$ cat src/rtl/hs_pkg.sv
package hs_pkg;

    typedef enum logic [3:0] {
        ST_IDLE   = 4'd0,
        ST_R_REQ  = 4'd1,
        ST_R_DATA = 4'd2,
        ST_R_ACK  = 4'd3,
        ST_R_REL  = 4'd4,
        ST_W_DATA = 4'd5,
        ST_W_REQ  = 4'd6,
        ST_W_DROP = 4'd7,
        ST_W_ACK  = 4'd8,
        ST_RTZ    = 4'd9
    } hs_state_e;

    typedef struct packed {
        logic dev_req;
        logic xcvr_en;
        logic bus_ack;
    } hs_out_t;

    typedef struct packed {
        logic rd;
        logic wr;
        logic dack;
    } hs_in_t;

    function automatic hs_out_t out_of(hs_state_e s);
        hs_out_t o;
        o = '0;
        case (s)
            ST_R_REQ:  o = '{dev_req: 1'b1, xcvr_en: 1'b0, bus_ack: 1'b0};
            ST_R_DATA: o = '{dev_req: 1'b1, xcvr_en: 1'b1, bus_ack: 1'b0};
            ST_R_ACK:  o = '{dev_req: 1'b1, xcvr_en: 1'b1, bus_ack: 1'b1};
            ST_R_REL:  o = '{dev_req: 1'b1, xcvr_en: 1'b0, bus_ack: 1'b1};
            ST_W_DATA: o = '{dev_req: 1'b0, xcvr_en: 1'b1, bus_ack: 1'b0};
            ST_W_REQ:  o = '{dev_req: 1'b1, xcvr_en: 1'b1, bus_ack: 1'b0};
            ST_W_DROP: o = '{dev_req: 1'b1, xcvr_en: 1'b0, bus_ack: 1'b0};
            ST_W_ACK:  o = '{dev_req: 1'b1, xcvr_en: 1'b0, bus_ack: 1'b1};
            default:   o = '0;
        endcase
        return o;
    endfunction

endpackage

$ cat src/rtl/hs_viol.sv
module hs_viol
    import hs_pkg::*;
(
    input  logic      clk,
    input  logic      rst,
    input  hs_state_e state,
    input  hs_in_t    in,
    output logic      viol,
    output logic      err_q
);

    always_comb begin
        viol = 1'b0;
        case (state)
            ST_IDLE:   viol = (in.rd & in.wr) | in.dack;
            ST_R_REQ:  viol = ~in.rd | in.wr;
            ST_R_DATA: viol = ~in.rd | in.wr | ~in.dack;
            ST_R_ACK:  viol = in.wr | ~in.dack;
            ST_R_REL:  viol = in.rd | in.wr | ~in.dack;
            ST_W_DATA: viol = ~in.wr | in.rd | in.dack;
            ST_W_REQ:  viol = ~in.wr | in.rd;
            ST_W_DROP: viol = ~in.wr | in.rd | ~in.dack;
            ST_W_ACK:  viol = in.rd | ~in.dack;
            default:   viol = 1'b0;
        endcase
    end

    always_ff @(posedge clk) begin
        if (rst) err_q <= 1'b0;
        else     err_q <= err_q | viol;
    end

    assert_err_sticky_R8: assert property (@(posedge clk) disable iff (rst)
        err_q |=> err_q);

endmodule

$ cat src/rtl/hs_seq.sv
module hs_seq
    import hs_pkg::*;
(
    input  logic      clk,
    input  logic      rst,
    input  hs_in_t    in,
    input  logic      viol,
    output hs_state_e state,
    output hs_state_e nxt
);

    always_comb begin
        nxt = state;
        if (!viol) begin
            case (state)
                ST_IDLE:   if (in.rd) nxt = ST_R_REQ;
                           else if (in.wr) nxt = ST_W_DATA;
                ST_R_REQ:  if (in.dack) nxt = ST_R_DATA;
                ST_R_DATA: nxt = ST_R_ACK;
                ST_R_ACK:  if (!in.rd) nxt = ST_R_REL;
                ST_R_REL:  nxt = ST_RTZ;
                ST_W_DATA: nxt = ST_W_REQ;
                ST_W_REQ:  if (in.dack) nxt = ST_W_DROP;
                ST_W_DROP: nxt = ST_W_ACK;
                ST_W_ACK:  if (!in.wr) nxt = ST_RTZ;
                ST_RTZ:    if (!in.dack) nxt = ST_IDLE;
                default:   nxt = ST_IDLE;
            endcase
        end
    end

    always_ff @(posedge clk) begin
        if (rst) state <= ST_IDLE;
        else     state <= nxt;
    end

endmodule

$ cat src/rtl/hs_outreg.sv
module hs_outreg
    import hs_pkg::*;
(
    input  logic      clk,
    input  logic      rst,
    input  hs_state_e nxt,
    output hs_out_t   q
);

    always_ff @(posedge clk) begin
        if (rst) q <= '0;
        else     q <= out_of(nxt);
    end

endmodule

$ cat src/rtl/hs_ctrl.sv
module hs_ctrl
    import hs_pkg::*;
(
    input  logic clk,
    input  logic rst,
    input  logic bus_rd_req,
    input  logic bus_wr_req,
    output logic bus_ack,
    output logic dev_req,
    input  logic dev_ack,
    output logic xcvr_en,
    output logic proto_err
);

    hs_in_t    in_s;
    hs_state_e state, nxt;
    hs_out_t   outs;
    logic      viol;

    assign in_s = '{rd: bus_rd_req, wr: bus_wr_req, dack: dev_ack};

    hs_viol u_viol (
        .clk(clk), .rst(rst), .state(state), .in(in_s),
        .viol(viol), .err_q(proto_err)
    );

    hs_seq u_seq (
        .clk(clk), .rst(rst), .in(in_s), .viol(viol),
        .state(state), .nxt(nxt)
    );

    hs_outreg u_out (
        .clk(clk), .rst(rst), .nxt(nxt), .q(outs)
    );

    assign dev_req = outs.dev_req;
    assign xcvr_en = outs.xcvr_en;
    assign bus_ack = outs.bus_ack;

    assert_rtz_before_req_R4: assert property (@(posedge clk) disable iff (rst)
        $rose(dev_req) |-> !$past(dev_ack));

    assert_ack_after_dev_R9: assert property (@(posedge clk) disable iff (rst)
        $rose(bus_ack) |-> $past(dev_ack));

    assert_ack_alone_R9: assert property (@(posedge clk) disable iff (rst)
        $rose(bus_ack) |-> ($stable(dev_req) && $stable(xcvr_en)));

    assert_err_freezes_R7: assert property (@(posedge clk) disable iff (rst)
        $rose(proto_err) |-> $stable(outs));

    assert_idle_start_R3: assert property (@(posedge clk) disable iff (rst)
        ($rose(xcvr_en) && !dev_req) |-> ($past(bus_wr_req) && !$past(bus_rd_req)));

endmodule

$ cat config.mk
export PLATFORM = sky130hd
export DESIGN_NAME = hs_ctrl
export DESIGN_NICKNAME = d
export VERILOG_FILES = /design/src/rtl/hs_pkg.sv /design/src/rtl/hs_viol.sv /design/src/rtl/hs_seq.sv /design/src/rtl/hs_outreg.sv /design/src/rtl/hs_ctrl.sv
export SDC_FILE = /design/constraint.sdc
export NUM_CORES = 1
export LEC_CHECK = 0
export BUFFER_PORTS_ARGS = -buffer_cell sky130_fd_sc_hd__clkbuf_2
export CAP_MARGIN = 20
export CORE_MARGIN = 1.5
export CORE_UTILIZATION = 57
export DETAILED_ROUTE_END_ITERATION = 10
export HOLD_SLACK_MARGIN = 0.12
export PLACE_DENSITY = 0.8
export SYNTH_ARGS = -nofsm -noshare
export SYNTH_HDL_FRONTEND = slang
export SYNTH_SLANG_ARGS = --single-unit
$ cat constraint.sdc
create_clock -name clk -period 4.3 [get_ports clk]
set_clock_uncertainty 0.2 [all_clocks]
set_input_delay 1.29 -clock clk [delete_from_list [all_inputs] [get_ports clk]]
set_output_delay 1.29 -clock clk [all_outputs]
set_load 0.005 [all_outputs]
---- Word-level counts from Yosys, hierarchy flattened ----
Memories as Yosys holds them, arrays and structs flattened. A register that Yosys moved wholly into a read port is not among the register bits.
Cells that the tools add are included.
cells by class
  eq/ne operators ......................... 9
  muxes and demuxes ....................... 10
  bitwise logic cells ..................... 15
  reductions and logical operators ........ 1
operators by type and width
  cell                number
  $pmux 4 s10         1
  $mux 4              8
  $eq 4x3->1 const B  4
  $or 1x1->1          11
  $pmux 1 s9          1
  $eq 4x2->1 const B  2
  $eq 4x4->1 const B  2
  $eq 4x1->1 const B  1
  $logic_not 4->1     1
  $not 1->1           3
  $and 1x1->1         1
word-level totals
  register bits after elaboration ......... 5
  bits in read-only memories .............. 48
  output and inout bits ................... 4
  word-level logic and storage cells ...... 38
  memories kept ........................... 1
memory list
  name              words  bits a word  rd ports  clocked after Yosys merged registers in  wr ports  RTL line      RTL
  (name not given)  16     3            1         1                                        0         hs_pkg.sv:31  case (s)

---- Depth between registers and ports, before layout ----
  word-level depth ........................ 5
  gate-level depth with buffers ........... 14
  gate-level depth less buffers ........... 11

---- By module ----
From an unflattened synthesis, not the netlist that was laid out.
unflattened totals
  cells, all modules ...................... 83
  area total of the unflattened synthesis .. 708.2 um2
by module, submodules not included
  module     instances  cells an instance  area an instance (um2)  sequential area each (um2)
  hs_seq     1          46                 366.6                   80.1
  hs_outreg  1          17                 188.9                   60.1
  hs_viol    1          20                 152.6                   20.0

---- Least setup slack after synthesis ----
OpenSTA, ideal clock, no wires.
  path type ............................... input -> register
  start ................................... input port dev_ack
  end ..................................... register, netlist name u_out.q[0]
  library setup time ...................... 0.059 ns
  arrival ................................. 3.193 ns
  path slack .............................. 0.848 ns
  stages on the path ...................... 11
  cell sequence ........................... or3b_1 a21o_1 o311ai_1 a22oi_2 buf_6 mux2i_2 inv_1 ha_1 or4b_1 o311ai_1 o31a_1
on the way
  cells in the longest elaborated chain, start to end .. 4
ends and longest elaborated chain
  what                                  RTL line       RTL
  from (decl)                           hs_ctrl.sv:10  input logic dev_ack,
  $not 1->1                             n/a
  $or 1x1->1, on equally long branches  n/a
  $pmux 1 s9                            hs_viol.sv:14  case (state)
  $mux 4 (*)                            hs_seq.sv:14   if (!viol) begin
  via nxt[1]                            hs_ctrl.sv:16  hs_state_e state, nxt;
The timed path passes the listed nets; every way through them passes the cells marked *.
A chain may end at the register's enable or synchronous reset.

---- Worst setup path in the final report ----
  start ................................... input port bus_wr_req
  end ..................................... register, netlist name u_out.q[2]
on the way
  cells in the longest elaborated chain, start to end .. 5
ends and longest elaborated chain
  what                                  RTL line                                     RTL
  from (decl)                           hs_ctrl.sv:7                                 input logic bus_wr_req,
  $not 1->1                             hs_viol.sv:20, hs_viol.sv:21, hs_viol.sv:22
  $or 1x1->1                            hs_viol.sv:20, hs_viol.sv:21, hs_viol.sv:22
  $or 1x1->1, on equally long branches  hs_viol.sv:22, hs_viol.sv:20
  $pmux 1 s9                            hs_viol.sv:14
  $mux 4 (*)                            hs_seq.sv:14
  via nxt[0]                            hs_ctrl.sv:16
Marks and branches as above.

==> flow_summary.ini <==
[status]
result_of_the_run = finished, final reports clean

[clocking]
numCtsBuffers = 3
clkSinkCount = 8
maximum_clock_insertion_buffer_count = 2
tritoncts = built
cts-htree-levels = 1
clk_latency_ns = 0.26
cts_post_setup_buffers_inserted = 0
ctsRootBufferMaster = sky130_fd_sc_hd__clkbuf_4
post_cts_hold_buffer_count = 0
clkTransAtPathRegs_ns = 0.05
post_cts_resized = 0

[finish]
drive_above_1_share_pct = 21.70
areaGrowthSynthToFinish_pct = 4.903
postLayoutCoreUtil_pct = 66.23
layout.cells.most_common_list = 8 x sky130_fd_sc_hd__nor2b_1, 8 x sky130_fd_sc_hd__clkbuf_2, 8 x sky130_fd_sc_hd__dfxtp_1
num_antenna_cells = 0
finalNetCount = 117
postLayoutCellArea_um2 = 883.3

[logic_synthesis]
ys.warnings.count = 0
synthesis.instances = 102
yosys_register_bits = 8
async_flop_share_pct = 0
synth_top_family_by_area = simple AND/OR/NAND/NOR gates
synthesized_area_fraction_occupied_by_adder_cells_pct = 5.944
mappedNetlistArea_um2 = 842.1
synth_compound_area_share_pct = 26.00
muxShareOfSynthArea_pct = 8.915
synth_edf_count = 0
most_used_flip_flop_cell_after_synthesis = sky130_fd_sc_hd__dfxtp_1
synth_area_per_cell_um2 = 8.255
synth-simple-area-share_pct = 29.87
xor_xnor_share_of_the_synthesized_area_pct = 1.040
synth.distinct_cells = 40
synth_nets = 111
yosysSeqAreaShare_pct = 19.02

[global_routing]
grt_pass1_wl_um = 2842
first_global_vias = 643
number_of_antenna_violations_at_the_first_check_in_global_routing = 0
groute.usage.overall_pct = 21.54
grt_start_max_net_pins = 22
grt_remaining_overflow = 0

[min_path]
timing.hold.worst_endpoint = u_viol.err_q$_SDFF_PP0_
min_delay_path_depth = 2
worst_hold_startpoint = u_viol.err_q$_SDFF_PP0_
timing.hold.worst.class = register to register

[sta]
rsz0062_at_grt = false
setup-violations-final = 0
maxSlewHeadroom_pct = 54.54
finalCriticalPeriod_ns = 3.620
timing.final.max_slew_violations = 0
timing_worst_slew_pin_value_ns = 0.6810
whs_ns = 0.2497
totalNegativeSetupSlack_ns = 0
maximum_achievable_frequency_ghz = 0.2762
timing.final.crit_share_pct = 84.19
report.final.hold_viol_count = 0

[setup_path]
r2r.worst_path.cells = 9
cell_with_the_largest_stage_delay_on_the_worst_path = sky130_fd_sc_hd__mux2i_1
reg2reg_to = u_out.q[2]$_SDFF_PP0_
worst-path-buf-inv = 2
worstSetupEndpointType = register
cp_data_required_time_ns = 4.28
worst_ep_arrival_time_ns = 3.60
crit_type = primary input to register
crit_fanout = 9
timing.critical_path.max_delay_family = compound AO/OA/AOI/OAI gates
cpPeakStageDelay_ns = 0.44
critical_path.reg2reg.startpoint = u_seq.state[0]$_SDFF_PP0_
path_cells = clkbuf_2 > nor2b_1 > a2bb2oi_1 > o311ai_1 > a22oi_2 > mux2i_1 > inv_1 > ha_1 > mux2_2 > a211oi_2
worst-r2r-setup-slack_ns = 0.92
worst_setup_path_start_kind = primary input

[placed_design]
placedInstanceArea_um2 = 860.8
numPortBuffers = 8
gp_congestion = 0.7733
place.detailed.hpwl_um = 1141

[routing]
vias = 761
wirelength_um = 1676
detail_route.first_pass.iterations = 4
post_drt_via_cell_ratio = 6.289
drt-wirelength-per-cell_um = 13.85
drt.antenna.violating_nets = 0
number_of_violations_reported_at_the_end_of_detailed_routing_iteration_0 = 11
detail_route.drc_violations = 0

[floorplanning]
row_count = 13
ioPinCount = 9
die_height_um = 41.44
initial_utilization_pct = 63.13
core-area_mm2 = 0.001334
dieArea_mm2 = 0.001717
chipWidth_um = 41.44

[pwr]
power.density_cell_area_mw_per_mm2 = 462.9
total_power_uw = 408.9
ir_drop_mv = 0.2583
cellLeakagePower_uw = 0.0003566

[job]
cap_violations = 0
## tightest hold or removal path, stage by stage, from the launching register on
cell                      delay, ns
sky130_fd_sc_hd__dfxtp_1       0.30
sky130_fd_sc_hd__inv_1         0.05
sky130_fd_sc_hd__a21oi_1       0.05
## kinds of logic (layout without fill, tap and decap cells)
kind of cell,count (synthesis),after routing
AOI/OAI and AO/OA,28,28
DFF,8,8
xor gates and xnor gates,1,1
adders and majority gates,4,4
muxes,7,7
buffers and inverters,15,19
and+or+nand+nor,39,39
## final cells by class
| type | instances | area [um2] |
|---|---|---|
| multi-input combinational | 79 | 604.3 |
| fill | 131 | 450.4 |
| sequential | 8 | 160.2 |
| timing repair buffer | 10 | 55.05 |
| clock buffer | 3 | 22.52 |
| inverter | 6 | 22.52 |
| tap | 15 | 18.77 |
## synthesized netlist by cell type, drive strengths merged, types with 2 or more instances
cell	n	area share, %
or3b	3	3.1
nor2	8	3.9
and2b	2	1.8
dfxtp	8	19
a211oi	4	4.8
a21oi	7	5.5
nor3	4	2.4
nand2b	2	1.5
buf	7	5.6
o311ai	3	3.1
o21ai	5	3.4
inv	6	2.7
mux2i	6	7.6
clkbuf	2	0.89
nand2	6	2.7
nor4b	3	4.9
nor2b	8	5.9
ha	4	5.9
a22oi	2	2.4
## through the flow
step | cells | setup WS [ns]
floorplan | 102 | 0.8477
global placement | 118 | 0.5042
detailed placement | 118 | 0.4668
CTS | 121 | 0.6892
global route | 121 | 0.5002
finish | 121 | 0.6796
## flip-flops by register name, indices dropped and copies added (netlist names)
register      cells
u_out.q           3
u_seq.state       4
u_viol.err_q      1
## worst max-delay path by stage
stage,depth (start not counted),from,endpoint
after floorplan,11,dev_ack,u_out.q[0]$_SDFF_PP0_
after global placement,10,bus_wr_req,u_out.q[2]$_SDFF_PP0_
after detailed placement,10,bus_wr_req,u_out.q[2]$_SDFF_PP0_
after CTS,10,bus_wr_req,u_out.q[2]$_SDFF_PP0_
after global routing,10,bus_wr_req,u_out.q[2]$_SDFF_PP0_
final,10,bus_wr_req,u_out.q[2]$_SDFF_PP0_
## per-layer routing
| metal | part of all wire (%) | routed length, um | GRT usage (%) | vias to the layer above |
|---|---|---|---|---|
| li1 | - | - | - | 385 |
| met1 | 46 | 777 | 28.65 | 352 |
| met2 | 47 | 786 | 33.75 | 20 |
| met3 | 5.6 | 94 | 6.522 | 4 |
| met4 | 1.1 | 19 | 5.806 | 0 |
| met5 | 0 | 0 | 0 | - |
## where the power goes
| part | leakage, uW | total [uW] | switching (uW) | internal [uW] |
|---|---|---|---|---|
| clock network | 0.0000138 | 60.1 | 28.0 | 32.1 |
| logic | 0.000277 | 228 | 121 | 107 |
| registers | 0.0000657 | 121 | 28.0 | 93.1 |
(Power assumes the default switching activity.)
